`config.mk`:
```
export PLATFORM = sky130hd
export DESIGN_NAME = cmd_ctl_top
export DESIGN_NICKNAME = d
export VERILOG_FILES = /design/src/rtl/cmdreg_pkg.sv /design/src/rtl/cmdreg_bus_decode.sv /design/src/rtl/cmdreg_wr_fsm.sv /design/src/rtl/cmdreg_store.sv /design/src/rtl/cmdreg_mode_latch.sv /design/src/rtl/cmdreg_status.sv /design/src/rtl/cmd_ctl_top.sv
export SDC_FILE = /design/constraint.sdc
export NUM_CORES = 1
export LEC_CHECK = 0
export BUFFER_PORTS_ARGS = -buffer_cell sky130_fd_sc_hd__buf_2
export CORE_MARGIN = 1
export CORE_UTILIZATION = 42
export CTS_CLUSTER_DIAMETER = 50
export CTS_CLUSTER_SIZE = 14
export DETAILED_ROUTE_END_ITERATION = 7
export GPL_ROUTABILITY_DRIVEN = 0
export PLACE_DENSITY = 0.82
export SLEW_MARGIN = 15
export SYNTH_ARGS = -nofsm -noshare
export SYNTH_HDL_FRONTEND = slang
export SYNTH_HIERARCHICAL = 1
export SYNTH_SLANG_ARGS = --single-unit
```
`constraint.sdc`:
```
create_clock -name clk -period 1.4 [get_ports clk]
set_input_delay 0.28 -clock clk [delete_from_list [all_inputs] [get_ports clk]]
set_output_delay 0.28 -clock clk [all_outputs]
set_load 0.1 [all_outputs]
```
`src/rtl/cmdreg_pkg.sv`:
```
package cmdreg_pkg;

    localparam int DW       = 8;
    localparam int NPIN     = 4;

    localparam int B_CHAIN  = 7;
    localparam int B_BATT   = 5;
    localparam int B_DIR    = 3;
    localparam int B_KPE    = 2;
    localparam int B_ACT    = 1;

    localparam logic [DW-1:0] CMD_WMASK =
        (DW'(1) << B_CHAIN) | (DW'(1) << B_BATT) | (DW'(1) << B_DIR) |
        (DW'(1) << B_KPE)   | (DW'(1) << B_ACT);

    typedef enum logic [1:0] {
        SEL_NONE = 2'd0,
        SEL_CMD  = 2'd1,
        SEL_STAT = 2'd2
    } reg_sel_e;

    typedef enum logic {
        WR_IDLE = 1'b0,
        WR_HOLD = 1'b1
    } wr_state_e;

    typedef enum logic {
        MD_NATIVE = 1'b0,
        MD_COMPAT = 1'b1
    } md_state_e;

    // control pin index -> command bit position
    function automatic int pin_bit(input int idx);
        case (idx)
            3:       pin_bit = B_CHAIN;
            2:       pin_bit = B_BATT;
            1:       pin_bit = B_DIR;
            default: pin_bit = B_ACT;
        endcase
    endfunction

endpackage

```
`src/rtl/cmdreg_bus_decode.sv`:
```
module cmdreg_bus_decode
    import cmdreg_pkg::*;
(
    input  logic     pin_sel,
    input  logic     cs_n,
    input  logic     rd_n,
    input  logic     wr_n,
    input  logic     a0,
    input  logic     a1,
    output reg_sel_e sel,
    output logic     rd_act,
    output logic     wr_req
);

    always_comb begin
        if (pin_sel && a0) begin
            sel = a1 ? SEL_STAT : SEL_CMD;
        end else begin
            sel = SEL_NONE;
        end
    end

    // a write strobe always wins over a read strobe
    assign wr_req = !cs_n && !wr_n;
    assign rd_act = !cs_n && !rd_n && wr_n && (sel != SEL_NONE);

endmodule

```
`src/rtl/cmdreg_wr_fsm.sv`:
```
module cmdreg_wr_fsm
    import cmdreg_pkg::*;
(
    input  logic     clk,
    input  logic     rst_n,
    input  logic     wr_req,
    input  reg_sel_e sel,
    output logic     cmd_we
);

    wr_state_e state_q;

    // state register
    always_ff @(posedge clk) begin
        if (!rst_n) begin
            state_q <= WR_IDLE;
        end else begin
            unique case (state_q)
                WR_IDLE: if (wr_req)  state_q <= WR_HOLD;
                WR_HOLD: if (!wr_req) state_q <= WR_IDLE;
                default:              state_q <= WR_IDLE;
            endcase
        end
    end

    // outputs: one commit on the first edge of a strobe
    always_comb begin
        cmd_we = 1'b0;
        unique case (state_q)
            WR_IDLE: cmd_we = wr_req && (sel == SEL_CMD);
            WR_HOLD: cmd_we = 1'b0;
            default: cmd_we = 1'b0;
        endcase
    end

endmodule

```
`src/rtl/cmdreg_store.sv`:
```
module cmdreg_store
    import cmdreg_pkg::*;
#(
    parameter int W  = DW,
    parameter int NP = NPIN
) (
    input  logic          clk,
    input  logic          rst_n,
    input  logic          cmd_we,
    input  logic [W-1:0]  wdata,
    input  logic          pin_sel,
    input  logic [NP-1:0] pin_in,
    output logic [W-1:0]  stored_q,
    output logic [W-1:0]  eff_cmd,
    output logic [NP-1:0] pin_out
);

    logic [NP-1:0] ovr;

    always_ff @(posedge clk) begin
        if (!rst_n) begin
            stored_q <= '0;
        end else if (cmd_we) begin
            stored_q <= wdata & W'(CMD_WMASK);
        end
    end

    for (genvar gi = 0; gi < NP; gi++) begin : g_pin
        localparam int PB = pin_bit(gi);
        assign pin_out[gi] = stored_q[PB];
        assign ovr[gi]     = pin_sel ? stored_q[PB] : pin_in[gi];
    end

    always_comb begin
        eff_cmd = stored_q;
        for (int i = 0; i < NP; i++) begin
            eff_cmd[pin_bit(i)] = ovr[i];
        end
    end

endmodule

```
`src/rtl/cmdreg_mode_latch.sv`:
```
module cmdreg_mode_latch
    import cmdreg_pkg::*;
(
    input  logic clk,
    input  logic rst_n,
    input  logic pin_sel,
    input  logic a1,
    output logic compat
);

    md_state_e state_q;

    always_ff @(posedge clk) begin
        if (!rst_n) begin
            state_q <= MD_NATIVE;
        end else begin
            unique case (state_q)
                MD_NATIVE: if (!pin_sel && a1) state_q <= MD_COMPAT;
                MD_COMPAT:                     state_q <= MD_COMPAT;
                default:                       state_q <= MD_NATIVE;
            endcase
        end
    end

    always_comb begin
        unique case (state_q)
            MD_NATIVE: compat = 1'b0;
            MD_COMPAT: compat = 1'b1;
            default:   compat = 1'b0;
        endcase
    end

endmodule

```
`src/rtl/cmdreg_status.sv`:
```
module cmdreg_status #(
    parameter int W = cmdreg_pkg::DW
) (
    input  logic         clk,
    input  logic         rst_n,
    input  logic [W-1:0] evt,
    output logic [W-1:0] stat_q
);

    always_ff @(posedge clk) begin
        if (!rst_n) begin
            stat_q <= '0;
        end else begin
            stat_q <= stat_q | evt;
        end
    end

endmodule

```
`src/rtl/cmd_ctl_top.sv`:
```
module cmd_ctl_top
    import cmdreg_pkg::*;
(
    input  logic            clk,
    input  logic            rst_n,
    input  logic            cs_n,
    input  logic            rd_n,
    input  logic            wr_n,
    input  logic            a0,
    input  logic            a1,
    input  logic            pin_sel,
    input  logic [DW-1:0]   bus_in,
    output logic [DW-1:0]   bus_out,
    output logic            bus_oe,
    input  logic [NPIN-1:0] ctl_in,
    output logic [NPIN-1:0] ctl_out,
    output logic            ctl_oe,
    input  logic [DW-1:0]   stat_evt,
    output logic [DW-1:0]   eff_cmd,
    output logic            compat_mode
);

    reg_sel_e        sel;
    logic            rd_act;
    logic            wr_req;
    logic            cmd_we;
    logic [DW-1:0]   cmd_q;
    logic [DW-1:0]   stat_q;

    cmdreg_bus_decode u_dec (
        .pin_sel (pin_sel),
        .cs_n    (cs_n),
        .rd_n    (rd_n),
        .wr_n    (wr_n),
        .a0      (a0),
        .a1      (a1),
        .sel     (sel),
        .rd_act  (rd_act),
        .wr_req  (wr_req)
    );

    cmdreg_wr_fsm u_wr (
        .clk    (clk),
        .rst_n  (rst_n),
        .wr_req (wr_req),
        .sel    (sel),
        .cmd_we (cmd_we)
    );

    cmdreg_store #(.W(DW), .NP(NPIN)) u_cmd (
        .clk      (clk),
        .rst_n    (rst_n),
        .cmd_we   (cmd_we),
        .wdata    (bus_in),
        .pin_sel  (pin_sel),
        .pin_in   (ctl_in),
        .stored_q (cmd_q),
        .eff_cmd  (eff_cmd),
        .pin_out  (ctl_out)
    );

    cmdreg_mode_latch u_mode (
        .clk     (clk),
        .rst_n   (rst_n),
        .pin_sel (pin_sel),
        .a1      (a1),
        .compat  (compat_mode)
    );

    cmdreg_status #(.W(DW)) u_stat (
        .clk    (clk),
        .rst_n  (rst_n),
        .evt    (stat_evt),
        .stat_q (stat_q)
    );

    always_comb begin
        bus_out = '0;
        if (rd_act) begin
            bus_out = (sel == SEL_STAT) ? stat_q : cmd_q;
        end
    end

    assign bus_oe = rd_act;
    assign ctl_oe = pin_sel;

endmodule

```
==> out/results.txt, run 1 <==
Initial DRC count: 19
Commonest cells post-synth: 17 x nand2_1, 15 x dfxtp_1, 13 x buf_4, 13 x mux2i_1, 9 x o21a_1
Adder-Cell Fraction of Synth Area: 0%
# rows: 15
Clk slew on worst S/H paths: 90 ps
Post-Place Worst Slack: -357 ps
Die area: 2200 um^2
Final Hold Fails: 0
Crit-path max cell delay: 290 ps
Netlist cell types: 16
Grt ovf: 0
Drt pass-1 iters: 4
Total Routing Usage GR: 30.5%
Highest clock rate: 563 MHz
Top_reg_cell synth: dfxtp_1
Yosys top cell area share: 35.5%
Count leader, synth: nand2_1
Io pins: 51
Setup CP Type: primary input to output pin
Mux share of post-synthesis cell area: 20.7%
Sequential share of the synthesized area: 35.5%
CTS Buf Count: 3
# clock sinks: 15
Max-cap violations: 0
WP data required: 1120 ps
LEAKAGE: 0.792 nW
Period utilization: 127%
H-tree depth: 1
Die Y: 46.9 um
Crit-path max FO: 8
EDFF count, synth: 0
Final instance count without filler cells: 162
Vias in the first global route: 841
Initial Utilization: 47.0%
Area growth syn-to-layout: 96.6%
Tmin final: 1780 ps
Antenna cells: 0
WP buf/inv: 4
Crit path cell chain: buf_8 -> nand2_4 -> nor4b_4 -> buf_4 -> clkbuf_16 -> nand2_4 -> mux2i_4 -> buf_12
Fill count: 61
Cells after Synth: 89
Slew Viols, Final: 0
Largest net degree at the start of global routing: 16
Tightest Hold Check Type: primary input to flip-flop
Layout cell share with drive strength beyond 1: 68.6%
Critical path capture point type: output pin
Yosys top cell by area: dfxtp_1
Detail Route Antenna Nets: 0
Inst Count DP: 153
Skew-Pair Late Insertion Delay: 290 ps
Worst Skew: 6.99 ps
PortBufs: 44
Slowest cell on crit path: nor4b_4
Die W: 46.9 um
Largest family of logic cells by synthesized area: multiplexers
Final WL: 3320 um
Synth area leaders: dfxtp_1 35%, mux2i_1 15%, buf_4 12%
Final Util: 92.4%
Startpoint type of the worst setup path: primary input
Worst Path Arrival: 1500 ps
# setup viols final: 11
Status: finished with violations
DRC: 0
Final #Nets: 166
Initial antenna violation count: 0
WHS: 202 ps
Pwr Density: 647 nW/um^2
Clock root buffer: clkbuf_4
Cell Area, Synth: 847 um^2
XOR/XNOR Fraction of Synth Area: 0%
Post-synthesis simple-gate area fraction: 19.4%
Syn. warnings: 6
Post-synth ARST share: 0%
# hold bufs at CTS: 0
Via/cell ratio: 5.14
DP HPWL: 1900 um
Avg WL per Cell: 20.5 um
Mean Syn Cell Area: 9.52 um^2
Min setup slack post-route: -377 ps
First-pass GRT wire length: 4420 um
Core Area: 1800 um^2
CTS tree: built
Maximum buffer depth of the clock tree: 2
Via Count: 832
VDD IR max: 730 uV
Flops & latches, synth: 15
Failing checks: negative setup slack
Most frequent CP cell: nand2_4
Unrepaired setup endpoints after global routing: true
Compound-cell area share of the yosys netlist: 7.98%
Delay-heaviest family, CP: buffers and inverters
==> path summary, 6_finish.rpt <==
| path | from | endpoint | slack [ps] | cells after the start |
|---|---|---|---|---|
| max reg2reg | u_wr/state_q | u_cmd/stored_q[7] | 210 | 4 |
| min | stat_evt[1] | u_stat/stat_q[1] | 200 | 2 |
| max | pin_sel | bus_out[7] | -380 | 8 |
| min reg2reg | u_mode/state_q | u_mode/state_q | 490 | 1 |
==> cell type report <==
class / instances / area (um^2) / share of cell area, %
multi-input cells: 62 / 657 / 39.4
repair buffers: 56 / 641 / 38.5
flip-flops and latches: 15 / 310 / 18.6
well taps: 25 / 31.3 / 1.88
clock buffers: 4 / 26.3 / 1.58
==> routing by layer <==
| metal | GRT usage, % | routed length [um] |
|---|---|---|
| met1 | 32.2 | 1220 |
| met2 | 55.8 | 1840 |
| met3 | 9.23 | 133 |
| met4 | 13.1 | 121 |
| met5 | 0 | 0 |
==> state kept, by name (all words and copies together), names as in the netlist <==
register        cells
u_cmd/stored_q      5
u_mode/state_q      1
u_stat/stat_q       8
u_wr/state_q        1
==> placed cells by master (no fill, tap or decap), drive strengths merged <==
master / count
buf: 54
o21a: 9
clkbuf: 6
dfxtp: 15
nor4b: 1
and3: 1
conb: 6
and4bb: 1
and2: 1
nor2: 2
nor2b: 7
nand2: 17
mux2: 4
mux2i: 13
==> logic make-up after synthesis <==
family / count (synthesis)
DFF: 15
other: 1
AOI/OAI and AO/OA: 9
buffers and inverters: 17
and+or+nand+nor: 30
muxes: 17
==> per-stage QoR <==
step	power (W)	cell area (um^2)	setup TNS, ps
6_report	0.00108	1670	-2950
3_5_place_dp	0.000795	1480	-3220
5_1_grt	0.00112	1670	-3310
3_3_place_gp	0.000784	1480	-2460
2_1_floorplan	0.000696	1060	-11720
4_1_cts	0.00108	1650	-2760
==> worst register-to-register path: stages, from the launching register on <==
cell      delay (ps)
dfxtp_1          320
and4bb_1         260
buf_4            170
mux2i_1          260
nor2b_1           80
==> power breakdown <==
part	leakage (nW)	internal, W	switching (W)	total (W)
registers	0.127	0.000444	0.0000232	0.000468
logic	0.650	0.000140	0.000216	0.000356
clock network	0.0150	0.000111	0.000143	0.000254
total	0.792	0.000695	0.000382	0.00108
==> what timing repair did <==
item,in CTS,in global routing
setup buffers,4,3
pin swaps,1,2
cloned,1,0
gates resized for setup,21,11
setup endpoints to repair,12,14
Note: power is estimated with default switching activity, not from simulation.
==> inputs of run 2 (changes only) <==
--- a/config.mk
+++ b/config.mk
@@ -7,14 +7,14 @@
 export LEC_CHECK = 0
 export BUFFER_PORTS_ARGS = -buffer_cell sky130_fd_sc_hd__buf_2
 export CORE_MARGIN = 1
-export CORE_UTILIZATION = 42
+export CORE_UTILIZATION = 39
 export CTS_CLUSTER_DIAMETER = 50
 export CTS_CLUSTER_SIZE = 14
 export DETAILED_ROUTE_END_ITERATION = 7
 export GPL_ROUTABILITY_DRIVEN = 0
-export PLACE_DENSITY = 0.82
+export PLACE_DENSITY = 0.81
+export REMOVE_ABC_BUFFERS = 1
 export SLEW_MARGIN = 15
 export SYNTH_ARGS = -nofsm -noshare
 export SYNTH_HDL_FRONTEND = slang
-export SYNTH_HIERARCHICAL = 1
 export SYNTH_SLANG_ARGS = --single-unit
==> out/results.txt, run 2 <==
Status: finished with violations
Failing checks: negative setup slack
LEAKAGE: 0.605 nW (-24%)
Count leader, synth: dfxtp_1
CTS tree: built
WP buf/inv: 2 (-2)
XOR/XNOR Fraction of Synth Area: 0% (unchanged)
# clock sinks: 15 (unchanged)
# rows: 15 (unchanged)
Yosys top cell by area: dfxtp_1
Post-synth ARST share: 0% (unchanged)
Hold Startpoint: stat_evt[3]
First-pass GRT wire length: 3180 um (-28%)
Compound-cell area share of the yosys netlist: 9.39% (+1.4 points)
Vias in the first global route: 709 (-16%)
Register area: 305 um^2 (-1.6%)
Initial DRC count: 16 (-3)
Hold EP: u_stat.stat_q[3]
R2r endpoint: u_cmd.stored_q[5]
Netlist cell types: 19 (+3)
Post-synthesis simple-gate area fraction: 19.1% (-0.22 points)
Crit path cell chain: buf_8 -> nand2_4 -> or4b_4 -> nor2_1 -> buf_12
# hold bufs at CTS: 0 (unchanged)
Final WL: 2230 um (-33%)
Total Routing Usage GR: 22.4% (-8.1 points)
Footprint of the multi-input gates: 402 um^2 (-39%)
Finished layout cell area: 1310 um^2 (-21%)
Unrepaired setup endpoints after global routing: true
PortBufs: 44 (unchanged)
Via/cell ratio: 5.01 (-2.4%)
Drt pass-1 iters: 6 (+2)
Largest net degree at the start of global routing: 21 (+5)
Maximum buffer depth of the clock tree: 2 (unchanged)
Total Power: 0.00103 W (-4.6%)
Yosys top cell area share: 41.7% (+6.3 points)
Antenna cells: 0 (unchanged)
Hold depth: 2 (unchanged)
Critical path capture point type: output pin
Post-Place Worst Slack: -350 ps (+6.72 ps)
Clk slew on worst S/H paths: 90 ps (about the same)
Cells after Synth: 73 (-18%)
Layout cell share with drive strength beyond 1: 60.5% (-8.1 points)
Die W: 45.0 um (-4.2%)
Tightest Hold Check Type: primary input to flip-flop
Highest clock rate: 566 MHz (+0.55%)
Initial antenna violation count: 0 (unchanged)
Delay-heaviest family, CP: simple AND/OR/NAND/NOR gates
Synth area leaders: dfxtp_1 42%, mux2i_1 14%, o21a_1 9.4%
Startpoint type of the worst setup path: primary input
EDFF count, synth: 0 (unchanged)
Max-cap violations: 0 (unchanged)
Mux share of post-synthesis cell area: 20.2% (-0.51 points)
Pwr Density: 785 nW/um^2 (+21%)
Mean Syn Cell Area: 9.86 um^2 (+3.5%)
Fill count: 114 (+87%)
H-tree depth: 1 (unchanged)
# setup viols final: 9 (-2)
Io pins: 51 (unchanged)
Grt ovf: 0 (unchanged)
DRC: 0 (unchanged)
Worst r2r src: u_wr.state_q
Placed inst area: 1190 um^2 (-20%)
Period utilization: 126% (-0.70 points)
Sequential share of the synthesized area: 41.7% (+6.3 points)
Final Util: 75.9% (-17 points)
Slowest cell on crit path: or4b_4
Adder-Cell Fraction of Synth Area: 0% (unchanged)
Commonest cells post-synth: 15 x dfxtp_1, 10 x mux2i_1, 10 x nand2_1
Initial Utilization: 41.7% (-5.3 points)
Skew-Pair Late Insertion Delay: 290 ps (about the same)
Area growth syn-to-layout: 82.1%
Worst Skew: 1.29 ps (-5.70 ps)
Core Area: 1730 um^2 (-4.2%)
Die Y: 45.0 um (-4.2%)
Most common cell after layout, fill and taps aside: buf_2
WP data required: 1120 ps (about the same)
Min setup slack post-route: -367 ps (+9.76 ps)
Worst Path Arrival: 1490 ps (about the same)
Clock root buffer: clkbuf_4
CTS Buf Count: 3 (unchanged)
Avg WL per Cell: 14.9 um (-27%)
Crit-path max cell delay: 600 ps (+310 ps)
Die area: 2020 um^2 (-8.2%)
Syn. warnings: 0 (-6)
Tmin final: 1770 ps (-9.76 ps)
Worst reg2reg setup slack: 130 ps (-80 ps)
VDD IR max: 652 uV (-11%)
Final Hold Fails: 0 (unchanged)
Max reg flops: 8 (unchanged)
Detail Route Antenna Nets: 0 (unchanged)
Biggest register: u_stat.stat_q
Most frequent cells in the layout: 22 x buf_2, 14 x buf_12, 11 x buf_4, 11 x dfxtp_1
Final #Nets: 153 (-7.8%)
Worst r2r path cells: 3 (-1)
Top_reg_cell synth: dfxtp_1
Largest registers: u_stat.stat_q x8, u_cmd.stored_q x5
Slew Viols, Final: 0 (unchanged)
Largest family of logic cells by synthesized area: multiplexers
Cell Area, Synth: 719 um^2 (-15%)
Via Count: 747 (-10%)
Crit-path max FO: 6 (-2)
DP HPWL: 1550 um (-19%)
Flops & latches, synth: 15 (unchanged)
Setup CP Type: primary input to output pin
[run 2: cell types whose count changed in the layout (fill, tap and decap cells not counted), sizes merged, moves of 2 or more]
cell and change:
nand2 -6, nor2b -6, and3 +2, buf -4, nor2 +4, mux2i -3, conb -3
[run 2: cell type report]
class                           instances  area share, %
Timing Repair Buffer                   53           41.0
Clock buffer                            4           2.01
Inverter                                1          0.669
Multi-Input combinational cell         51           30.7
Sequential cell                        15           23.3
Tap cell                               25           2.39
[run 2: layer usage]
metal | wire, um | GRT usage (%) | up-vias
met1 | 833 | 23.4 | 362
met5 | 0 | 0 | -
met4 | 57 | 12.1 | 0
li1 | - | - | 342
met3 | 125 | 4.00 | 7
met2 | 1210 | 41.7 | 36
[run 2: worst max path at each step]
stage	slack (ps)	to	startpoint	cells after the start
after CTS	-310	bus_out[4]	pin_sel	6
after floorplan	-1290	bus_out[1]	u_cmd.stored_q[1]	2
final	-370	bus_out[2]	pin_sel	5
after detailed placement	-350	bus_out[4]	a0	6
after global placement	-300	bus_out[0]	pin_sel	6
after global routing	-390	bus_out[2]	pin_sel	5
[run 2: metrics by stage]
stage	TNS [ps]	std cells	hold WS [ps]
2_1_floorplan	-11140	67	355
3_3_place_gp	-3220	144	439
3_5_place_dp	-3710	144	442
4_1_cts	-2570	148	177
5_1_grt	-3020	149	168
6_report	-2750	149	181
[run 2: where the power goes]
part / leakage [nW] / internal [W] / switching, W
combinational: 0.464 / 0.000116 / 0.000194
clock: 0.0150 / 0.000111 / 0.000147
sequential: 0.126 / 0.000448 / 0.0000126
total: 0.605 / 0.000675 / 0.000354
[run 2: what timing repair did]
item | 4_1_cts | 5_1_grt
pin swaps | 5 | 0
endpoints found under the hold margin | 0 | 0
buffers inserted | 0 | 1
setup endpoints to repair | 14 | 16
gates resized for setup | 18 | 10
[run 2: cell families (layout without fill, tap and decap cells)]
| logic type | Yosys count | after routing |
|---|---|---|
| and+or+nand+nor | 25 | 25 |
| DFF | 15 | 15 |
| buffers and inverters | 9 | 58 |
| other | 1 | 3 |
| muxes | 14 | 14 |
| AOI/OAI and AO/OA | 9 | 9 |
==> inputs of run 3 (changes only) <==
--- a/config.mk
+++ b/config.mk
@@ -14,6 +14,7 @@
 export GPL_ROUTABILITY_DRIVEN = 0
 export PLACE_DENSITY = 0.81
 export REMOVE_ABC_BUFFERS = 1
+export SKIP_CTS_REPAIR_TIMING = 1
 export SLEW_MARGIN = 15
 export SYNTH_ARGS = -nofsm -noshare
 export SYNTH_HDL_FRONTEND = slang
==> out/results.txt, run 3 (synthesis gave the netlist of run 2 again) <==
Status: finished with violations
Failing checks: negative setup slack
Final WL: 2170 um (-2.5%)
Total Routing Usage GR: 20.2% (-2.2 points)
Crit-path max FO: 6 (unchanged)
Worst r2r src: u_wr.state_q
NetSw: 0.000349 W (-1.3%)
Via/cell ratio: 4.91 (-2.0%)
Layout cell share with drive strength beyond 1: 58.5% (-1.9 points)
Most common cell after layout, fill and taps aside: buf_2
Initial DRC count: 10 (-6)
Largest net degree at the start of global routing: 21 (unchanged)
Vias in the first global route: 714 (+0.71%)
Hold Startpoint: stat_evt[1]
Initial antenna violation count: 0 (unchanged)
CTS tree: built
WP data required: 1120 ps (about the same)
DRC: 0 (unchanged)
Via Count: 727 (-2.7%)
First-pass GRT wire length: 2900 um (-8.7%)
Die Y: 45.0 um (unchanged)
Max-cap violations: 0 (unchanged)
Die area: 2020 um^2 (unchanged)
Drt pass-1 iters: 4 (-2)
# rows: 15 (unchanged)
H-tree depth: 1 (unchanged)
Setup TNS Final: -2740 ps (+11.2 ps)
Maximum buffer depth of the clock tree: 2 (unchanged)
DP HPWL: 1550 um (unchanged)
Startpoint type of the worst setup path: primary input
Area growth syn-to-layout: 79.5%
Clk slew on worst S/H paths: 90 ps (about the same)
PortBufs: 44 (unchanged)
Initial Utilization: 41.7% (unchanged)
Die W: 45.0 um (unchanged)
Max reg flops: 8 (unchanged)
Flop pwr share: 45.1% (+0.3 points)
VDD IR max: 646 uV (-0.92%)
CTS Buf Count: 3 (unchanged)
Detail Route Antenna Nets: 0 (unchanged)
Setup CP Type: primary input to output pin
Io pins: 51 (unchanged)
Highest clock rate: 570 MHz (+0.80%)
Clock root buffer: clkbuf_4
Final Hold Fails: 0 (unchanged)
Tmin final: 1750 ps (-14.1 ps)
Worst Path Arrival: 1470 ps (-20 ps)
Clock Power Share: 24.9% (about the same)
Slew Viols, Final: 0 (unchanged)
Period utilization: 125% (-1.0 points)
# setup viols final: 9 (unchanged)
Worst Skew: 3.85 ps (+2.55 ps)
Most frequent cells in the layout: 22 x buf_2, 14 x buf_12, 11 x dfxtp_1
Pwr Density: 792 nW/um^2 (+0.84%)
Unrepaired setup endpoints after global routing: true
Skew-Pair Late Insertion Delay: 290 ps (about the same)
Biggest register: u_stat.stat_q
Min setup slack post-route: -353 ps (+14.1 ps)
Final instance count without filler cells: 148 (-0.67%)
Largest registers: u_stat.stat_q x8, u_cmd.stored_q x5
Avg WL per Cell: 14.7 um (-1.9%)
# clock sinks: 15 (unchanged)
Core Area: 1730 um^2 (unchanged)
Inst Count DP: 144 (unchanged)
Final #Nets: 152 (-0.65%)
Combinational power share: 30.1% (about the same)
Switching part of the total power: 34.1% (-0.25 points)
Antenna cells: 0 (unchanged)
LEAKAGE: 0.596 nW (-1.5%)
Tightest Hold Check Type: primary input to flip-flop
P_int: 0.000673 W (-0.22%)
Critical path capture point type: output pin
Crit path launch: pin_sel
Grt ovf: 0 (unchanged)
[run 3: cell count changes in the layout (fill, tap and decap cells not counted)]
cell / before / now
clkinv_4: 1 / 0
nor2_2: 4 / 2
mux2_2: 0 / 1
buf_4: 11 / 8
inv_4: 0 / 1
clkbuf_4: 6 / 8
nor2_1: 1 / 3
mux2_4: 4 / 3
[run 3: routing by layer]
layer  part of all wire, %  global-route usage [%]  routed length (um)
met2                    54                    37.1                1180
met3                   5.4                    4.00                 117
met1                    38                    21.2                 817
met4                   2.5                    11.5                  55
met5                     0                       0                   0
[run 3: layout make-up]
class                           instances  area (um^2)
Timing Repair Buffer                   52          529
Fill cell                             118          435
Multi-Input combinational cell         51          393
Sequential cell                        15          305
Tap cell                               25         31.3
Clock buffer                            4         26.3
Inverter                                1         6.26
[run 3: worst paths after layout]
kind                       endpoint  slack, ps  cells past startpoint
setup / recovery         bus_out[3]       -350                      5
hold reg to reg    u_stat.stat_q[7]        460                      1
hold / removal     u_stat.stat_q[1]        180                      2
setup reg to reg  u_cmd.stored_q[3]        140                      3
[run 3: power by group through the flow]
stage          sequential (W)  combinational (W)  clock, W
4_1_cts              0.000458           0.000291  0.000262
3_5_place_dp         0.000469           0.000291         0
2_1_floorplan        0.000492           0.000137         0
3_3_place_gp         0.000467           0.000285         0
6_report             0.000460           0.000308  0.000254
5_1_grt              0.000463           0.000321  0.000282
[run 3: critical path: stages]
cell,delay (ps)
buf_8,80
nand2_4,50
or4b_4,580
nor2_1,260
buf_12,210
[run 3: through the flow]
stage	cell area [um^2]	setup slack (ps)	utilization [%]	power, W	hold WS (ps)
after CTS	1210	-351	70.4	0.00101	177
after global routing	1290	-367	74.8	0.00106	168
after detailed placement	1190	-350	68.8	0.000759	442
final	1290	-353	74.8	0.00102	179
after floorplan	667	-1290	-	0.000629	355
after global placement	1190	-305	68.8	0.000752	439
